`src/rtl/bkpt_match_bank.sv`:
```
module bkpt_match_bank #(
  parameter int NUM_BP = 16,
  parameter int AW     = 32,
  parameter int CW     = 32,
  parameter int VW     = 8
) (
  input  logic              clk,
  input  logic              rst_n,
  input  logic              wr_en,
  input  logic [3:0]        wr_idx,
  input  logic [1:0]        wr_sel,
  input  logic [31:0]       wr_data,
  input  logic              ins_valid,
  input  logic [AW-1:0]     ins_addr,
  input  logic              ins_wide,
  input  logic [CW-1:0]     cur_cid,
  input  logic [CW-1:0]     hyp_cid,
  input  logic [VW-1:0]     cur_vmid,
  input  logic              host_mode,
  input  logic              at_hyp,
  input  logic              at_user,
  input  logic              trap_gen,
  output logic [NUM_BP-1:0] bp_hit,
  output logic              any_hit
);

  logic [31:0]   ctrl_q [NUM_BP];
  logic [AW-1:0] val_q  [NUM_BP];
  logic [VW-1:0] vm_q   [NUM_BP];
  logic [CW-1:0] cid2_q [NUM_BP];

  logic [NUM_BP-1:0] ctx_ok, addr_ok, is_addr, linked, hit_d;
  logic [3:0]        lnk_idx [NUM_BP];

  wire use_hyp = host_mode && (at_hyp || (at_user && trap_gen));
  wire [CW-1:0] cid_tgt = use_hyp ? hyp_cid : cur_cid;

  always_ff @(posedge clk or negedge rst_n) begin
    if (!rst_n) begin
      for (int i = 0; i < NUM_BP; i++) begin
        ctrl_q[i] <= '0;
        val_q[i]  <= '0;
        vm_q[i]   <= '0;
        cid2_q[i] <= '0;
      end
    end else if (wr_en && (32'(wr_idx) < NUM_BP)) begin
      case (wr_sel)
        2'd0: ctrl_q[wr_idx] <= wr_data;
        2'd1: val_q[wr_idx]  <= wr_data[AW-1:0];
        2'd2: vm_q[wr_idx]   <= wr_data[VW-1:0];
        default: cid2_q[wr_idx] <= wr_data[CW-1:0];
      endcase
    end
  end

  for (genvar g = 0; g < NUM_BP; g++) begin : g_bp
    wire       en   = ctrl_q[g][0];
    wire [2:0] kind = ctrl_q[g][23:21];
    wire [3:0] bas  = ctrl_q[g][8:5];
    wire       a_eq = val_q[g][AW-1:2] == ins_addr[AW-1:2];
    logic lane_ok, lane_legal;

    always_comb begin
      lane_legal = 1'b1;
      case (bas)
        4'b0011: lane_ok = !ins_wide && !ins_addr[1];
        4'b1100: lane_ok = !ins_wide &&  ins_addr[1];
        4'b1111: lane_ok =  ins_wide && !ins_addr[1];
        default: begin lane_ok = 1'b0; lane_legal = 1'b0; end
      endcase
    end

    wire slot = a_eq && lane_ok;

    always_comb begin
      case (kind)
        3'b001:  ctx_ok[g] = val_q[g] == cid_tgt;
        3'b011:  ctx_ok[g] = val_q[g] == cur_cid;
        3'b100:  ctx_ok[g] = vm_q[g] == cur_vmid;
        3'b101:  ctx_ok[g] = (vm_q[g] == cur_vmid) && (val_q[g] == cur_cid);
        3'b110:  ctx_ok[g] = cid2_q[g] == hyp_cid;
        3'b111:  ctx_ok[g] = (val_q[g] == cur_cid) && (cid2_q[g] == hyp_cid);
        default: ctx_ok[g] = 1'b0;
      endcase
      ctx_ok[g] = ctx_ok[g] && en;
    end

    assign is_addr[g] = (kind == 3'b000) || (kind == 3'b010);
    assign addr_ok[g] = en && ((kind == 3'b000) ? slot :
                               (bas == 4'b0000) ? 1'b1 : (lane_legal && !slot));
    assign linked[g]  = ctrl_q[g][20];
    assign lnk_idx[g] = ctrl_q[g][19:16];

    AST_DISABLED_QUIET: assert property (@(posedge clk) disable iff (!rst_n)
      !ctrl_q[g][0] |=> !bp_hit[g]);
    AST_LINKED_CTX_QUIET: assert property (@(posedge clk) disable iff (!rst_n)
      (en && !is_addr[g] && linked[g]) |=> !bp_hit[g]);
    AST_MISMATCH_ANY: assert property (@(posedge clk) disable iff (!rst_n)
      (en && ins_valid && ctrl_q[g][23:20] == 4'b0100 && bas == 4'b0000) |=> bp_hit[g]);
  end

  always_comb begin
    for (int i = 0; i < NUM_BP; i++) begin
      logic lk;
      lk = 1'b0;
      for (int j = 0; j < NUM_BP; j++)
        if (32'(lnk_idx[i]) == j) lk = ctx_ok[j] && linked[j] && !is_addr[j];
      if (is_addr[i]) hit_d[i] = ins_valid && addr_ok[i] && (!linked[i] || lk);
      else            hit_d[i] = ins_valid && ctx_ok[i] && !linked[i];
    end
  end

  always_ff @(posedge clk or negedge rst_n) begin
    if (!rst_n) begin
      bp_hit  <= '0;
      any_hit <= 1'b0;
    end else begin
      bp_hit  <= hit_d;
      any_hit <= |hit_d;
    end
  end

  AST_IDLE_NO_HIT: assert property (@(posedge clk) disable iff (!rst_n)
    !ins_valid |=> (bp_hit == '0));
  AST_ANY_IS_OR: assert property (@(posedge clk) disable iff (!rst_n)
    any_hit == (|bp_hit));

endmodule

```
`config.mk`:
```
export PLATFORM = sky130hd
export DESIGN_NAME = bkpt_match_bank
export DESIGN_NICKNAME = d
export VERILOG_FILES = /design/src/rtl/bkpt_match_bank.sv
export SDC_FILE = /design/constraint.sdc
export NUM_CORES = 2
export LEC_CHECK = 0
export ABC_AREA = 1
export ABC_CLOCK_PERIOD_IN_PS = 2810
export BUFFER_PORTS_ARGS = -buffer_cell sky130_fd_sc_hd__buf_4
export CORE_ASPECT_RATIO = 1.25
export CORE_MARGIN = 5
export CORE_UTILIZATION = 60
export CTS_BUF_LIST = sky130_fd_sc_hd__clkbuf_8
export DETAILED_ROUTE_END_ITERATION = 10
export PLACE_DENSITY = 0.84
export SKIP_CTS_REPAIR_TIMING = 1
export SLEW_MARGIN = 0
export SYNTH_ARGS = -nofsm -noshare
export SYNTH_HDL_FRONTEND = slang
export SYNTH_SLANG_ARGS = --single-unit
```
`constraint.sdc`:
```
create_clock -name clk -period 2.81 [get_ports clk]
set_input_delay 0.4215 -clock clk [delete_from_list [all_inputs] [get_ports clk]]
set_output_delay 0.4215 -clock clk [all_outputs]
set_load 0.02 [all_outputs]
```
==> flow_metrics.tcl, run 1 <==
set metrics [dict create \
    grt_max_degree 116 \
    gp_congestion 1.50 \
    syn_area_mm2 0.0882 \
    synth-adder-area-share_pct 0 \
    track_usage_pct 75.6 \
    die_w_um 353 \
    synth-compound-area-share_pct 11.9 \
    synth_enable_flop_cells 0 \
    synth_mux_area_share_pct 0.0340 \
    gr-total-overflow 3082 \
    synth-simple-area-share_pct 31.5 \
    clock_tree.root_cell "clkbuf_8" \
    place_area_mm2 0.110 \
    fp-row-count 157 \
    grt_pass1_vias 128000 \
    numCtsBuffers 217 \
    synth_xor_area_share_pct 9.90 \
    die_h_um 439 \
    synth_seq_cells 1377 \
    ioPinCount 168 \
    synth_top_family_by_area "simple AND/OR/NAND/NOR gates" \
    io_buffer_count 166 \
    hpwl_um 367000 \
    yosysSeqAreaShare_pct 39.1 \
    synth.avg_cell_area_um2 7.12 \
    stop_error "[ERROR GRT-0116] Global routing finished with congestion. Check the congestion regions in the DRC Viewer." \
    start_util_pct 60.3 \
    dp.cells 16300 \
    cts.sinks 1377 \
    stop_stage "5_1_grt" \
    syn-num-nets 12500 \
    ys_types 66 \
    cts_max_level 4 \
    yosysWarnings 0 \
    cts_buffer_depth 3 \
    syn_inst 12400 \
    grt_pass1_wl_um 882000 \
    status "did not finish" \
    preCtsSetupSlack_ns -2.14 \
    synthFlopType "dfrtp_1" \
    async_flop_share_pct 100 \
]
==> per-layer routing <==
layer,overflow,global-route usage (%)
met3,106,63.2
met2,2017,91.1
met1,71,73.7
met5,12,40.1
met4,876,75.2
==> stage by stage <==
stage | setup TNS, ns | hold WS (ns)
after floorplan | -0.169 | 0.126
after global placement | -32.78 | 0.394
after detailed placement | -32.56 | 0.398
after CTS | -31.37 | -0.673
==> cell families after synthesis <==
| kind of cell | count (synthesis) |
|---|---|
| XOR/XNOR | 997 |
| multiplexers | 3 |
| flip-flops | 1377 |
| AO/OA/AOI/OAI | 1914 |
| AND/OR/NAND/NOR | 6409 |
| buffers and inverters | 1694 |
==> Yosys cell counts, drive strengths merged, types with 5 or more instances <==
library cell,number,share of area (%)
o22ai,93,0.66
a221oi,16,0.16
buf,210,1.3
o31ai,10,0.091
o21a,8,0.068
clkbuf,513,2.2
nand3b,22,0.19
nor4b,10,0.099
nor3b,24,0.20
a2111oi,5,0.051
dfrtp,1377,39
and3,6,0.043
nor3,190,1.1
nand4,526,3.7
xor2,375,3.7
or2,208,1.5
o21bai,7,0.060
o211ai,14,0.12
o2111ai,75,0.74
nor2,775,3.3
clkinv,24,0.10
nor4,177,1.3
inv,947,4.0
a21oi,80,0.45
a211oi,23,0.20
and2,9,0.064
a22o,9,0.089
o21ai,1510,8.6
nand3,544,3.2
or4,12,0.10
nand2,3899,17
o221ai,15,0.15
xnor2,622,6.2
a31oi,32,0.23
==> run 2, diff against run 1 <==
--- a/config.mk
+++ b/config.mk
@@ -8,12 +8,10 @@
 export ABC_AREA = 1
 export ABC_CLOCK_PERIOD_IN_PS = 2810
 export BUFFER_PORTS_ARGS = -buffer_cell sky130_fd_sc_hd__buf_4
-export CORE_ASPECT_RATIO = 1.25
 export CORE_MARGIN = 5
-export CORE_UTILIZATION = 60
-export CTS_BUF_LIST = sky130_fd_sc_hd__clkbuf_8
+export CORE_UTILIZATION = 40
 export DETAILED_ROUTE_END_ITERATION = 10
-export PLACE_DENSITY = 0.84
+export PLACE_DENSITY_LB_ADDON = 0.15
 export SKIP_CTS_REPAIR_TIMING = 1
 export SLEW_MARGIN = 0
 export SYNTH_ARGS = -nofsm -noshare
==> run 2 against run 1 <==
Net effect: the flow now finishes, with violations (hold timing, setup timing); area after synthesis stayed put; synthesized cell count did not move.
==> flow_metrics.tcl, run 2 <==
set metrics [dict create \
    status "finished, violations left" \
    violations "hold timing, setup timing" \
    cp_slowest_cell "nor3_4" \
    grt_max_degree 100 \
    yosysWarnings 0 \
    wl_per_cell_um 31.2 \
    setup_viol 17 \
    fin_ws_ns -0.966 \
    final_nets 15200 \
    grt_pass1_wl_um 766000 \
    final_cell_mix "nand2_1, buf_4, o21ai_0, dfrtp_1, inv_1" \
    finalCritPeriodShare_pct 134 \
    cts_buffer_depth 3 \
    finalHoldViolations 1 \
    yosys.area.top_type "dfrtp_1" \
    crit_required_ns 3.61 \
    finalPower_w 0.0747 \
    yosysSeqAreaShare_pct 39.1 \
    ioPinCount 168 \
    crit_arrival_ns 4.58 \
    start_util_pct 40.2 \
    regArea_mm2 0.0345 \
    drc 0 \
    ir_worst_vdd_uv 701 \
    track_usage_pct 47.4 \
    setup-tns-final_ns -13.18 \
    n_fill_cell 20400 \
    viasPerCell 5.89 \
    internal_power_w 0.0470 \
    clock_latency_ns 0.89 \
    core_area_mm2 0.220 \
    clk_pin_slew_ns 0.07 \
    antenna_found_initial 41 \
    hold_slack_ns -0.000276 \
    die_h_um 480 \
    clock_tree.root_cell "clkbuf_16" \
    synthFlopType "dfrtp_1" \
    io_buffer_count 166 \
    combPwrFrac_pct 34.2 \
    multiInputGateArea_mm2 0.0487 \
    synth_seq_cells 1377 \
    syn_area_mm2 0.0882 \
    die_area_mm2 0.230 \
    synth_enable_flop_cells 0 \
    gr-total-overflow 0 \
    synth.avg_cell_area_um2 7.12 \
    numCtsBuffers 167 \
    p_leak_nw 58.5 \
    cp_max_fo 6 \
    vias 106000 \
    finalCriticalPeriod_ns 3.78 \
    p_sw_w 0.0277 \
    path_class "flop to flop" \
    cts.sinks 1377 \
    ys_top_cells_by_count "nand2_1, o21ai_0, dfrtp_1, inv_1, nor2_1" \
    cts_max_level 4 \
    p_per_area_mw_per_mm2 603 \
    worstMarginPinSlew_ns 0.919 \
    end_kind "flop" \
    switching_share_pct 37.1 \
    crit_top_cell "nand2_1" \
    synthTopCellsByArea "dfrtp_1, nand2_1, o21ai_0" \
    clock.fmax_ghz 0.265 \
    die_w_um 480 \
    wl_um 564000 \
    clkPwrFrac_pct 32.3 \
    final_layout_size_suffix_gt1_share_pct 26.8 \
    cts_tree "yes" \
    rsz0062_at_grt "yes" \
    maxCapViolations 0 \
    biggestRegsByFlops "cid2_q: 512 flops, val_q: 512 flops, ctrl_q: 208 flops" \
    yosysTopAreaCellShare_pct 39.1 \
    ys_types 66 \
    gp_congestion 1.14 \
    final_max_slew_viol_count 0 \
    hpwl_um 443000 \
    drt_iter0_drc 15000 \
    syn_inst 12400 \
    grt_pass1_vias 101000 \
    slew_headroom_pct 38.5 \
    fp-row-count 172 \
    postRouteAntennaNets 0 \
    final_common_cell "nand2_1" \
    yosysMostFrequentCell "nand2_1" \
    worstHoldPathType "primary input to flop" \
    syn-num-nets 12500 \
    worstSetupStartpointType "flop" \
    skew_ns 0.0834 \
    async_flop_share_pct 100 \
    area_delta_synth_final_pct 40.5 \
    power_frac_seq_pct 33.5 \
    crit_path_max_incr_delay_ns 0.43 \
    first_pass_iters 9 \
]
-- run 2: path summary, 6_finish.rpt --
check | end | startpoint | depth (start not counted) | slack [ns]
max in group asynchronous | val_q[318]$_DFFE_PN0P_ | rst_n | 5 | 1.37
min reg2reg | cid2_q[246]$_DFFE_PN0P_ | cid2_q[246]$_DFFE_PN0P_ | 2 | 0.49
min in group asynchronous | val_q[148]$_DFFE_PN0P_ | rst_n | 2 | 0.09
max | any_hit$_DFF_PN0_ | cid2_q[354]$_DFFE_PN0P_ | 30 | -0.97
max reg2reg | any_hit$_DFF_PN0_ | cid2_q[354]$_DFFE_PN0P_ | 30 | -0.97
min | ctrl_q[470]$_DFFE_PN0P_ | wr_sel[0] | 4 | -0.0003
-- run 2: power groups by stage --
stage | logic (W) | registers [W] | clock network [W]
floorplan | 0.0100 | 0.0249 | 0
global placement | 0.0238 | 0.0251 | 0
detailed placement | 0.0241 | 0.0252 | 0
CTS | 0.0242 | 0.0249 | 0.0241
global route | 0.0268 | 0.0253 | 0.0249
finish | 0.0256 | 0.0250 | 0.0241
-- run 2: layer usage --
metal | global-route usage [%] | wire length (um) | up-vias
li1 | - | - | 45900
met1 | 56.5 | 200000 | 50800
met2 | 69.2 | 232000 | 7409
met3 | 12.6 | 63600 | 2200
met4 | 44.4 | 67600 | 16
met5 | 0 | 103 | -
-- run 2: worst max-delay path: cells and delay by family (launching register included) --
family | cells | cell delay (ns)
compound gates | 2 | 0.29
flops | 1 | 0.39
buf+inv | 3 | 0.53
xor+xnor | 1 | 0.18
simple gates | 24 | 2.28
-- run 2: logic make-up after synthesis --
kind of cell | Yosys count | synth area share, %
and+or+nand+nor | 6409 | 31.5
AOI/OAI and AO/OA | 1914 | 11.9
buffers and inverters | 1694 | 7.66
DFF | 1377 | 39.1
xor gates and xnor gates | 997 | 9.90
muxes | 3 | 0.0340
-- run 2: per-stage QoR --
| step | setup slack, ns | instance area, um2 | instances | utilization (%) |
|---|---|---|---|---|
| 5_1_grt | -1.12 | 124000 | 18000 | 56.4 |
| 6_report | -0.966 | 124000 | 18100 | 56.4 |
| 4_1_cts | -1.52 | 121000 | 18000 | 55.3 |
| 3_5_place_dp | -2.21 | 115000 | 17700 | 52.5 |
| 3_3_place_gp | -2.25 | 115000 | 17700 | 52.5 |
| 2_1_floorplan | -0.141 | 88300 | 12400 | - |
-- run 2: final cells by class --
class                      count  share of cell area, %
multi-input combinational   9323                   39.3
sequential                  1377                   27.8
timing repair buffer        3175                   22.1
clock buffer                 220                   3.83
inverter                     971                   2.96
tap                         2871                   2.90
clock inverter                91                   1.05
antenna                       25                 0.0505
No activity file was read; power rests on OpenSTA's default activity.
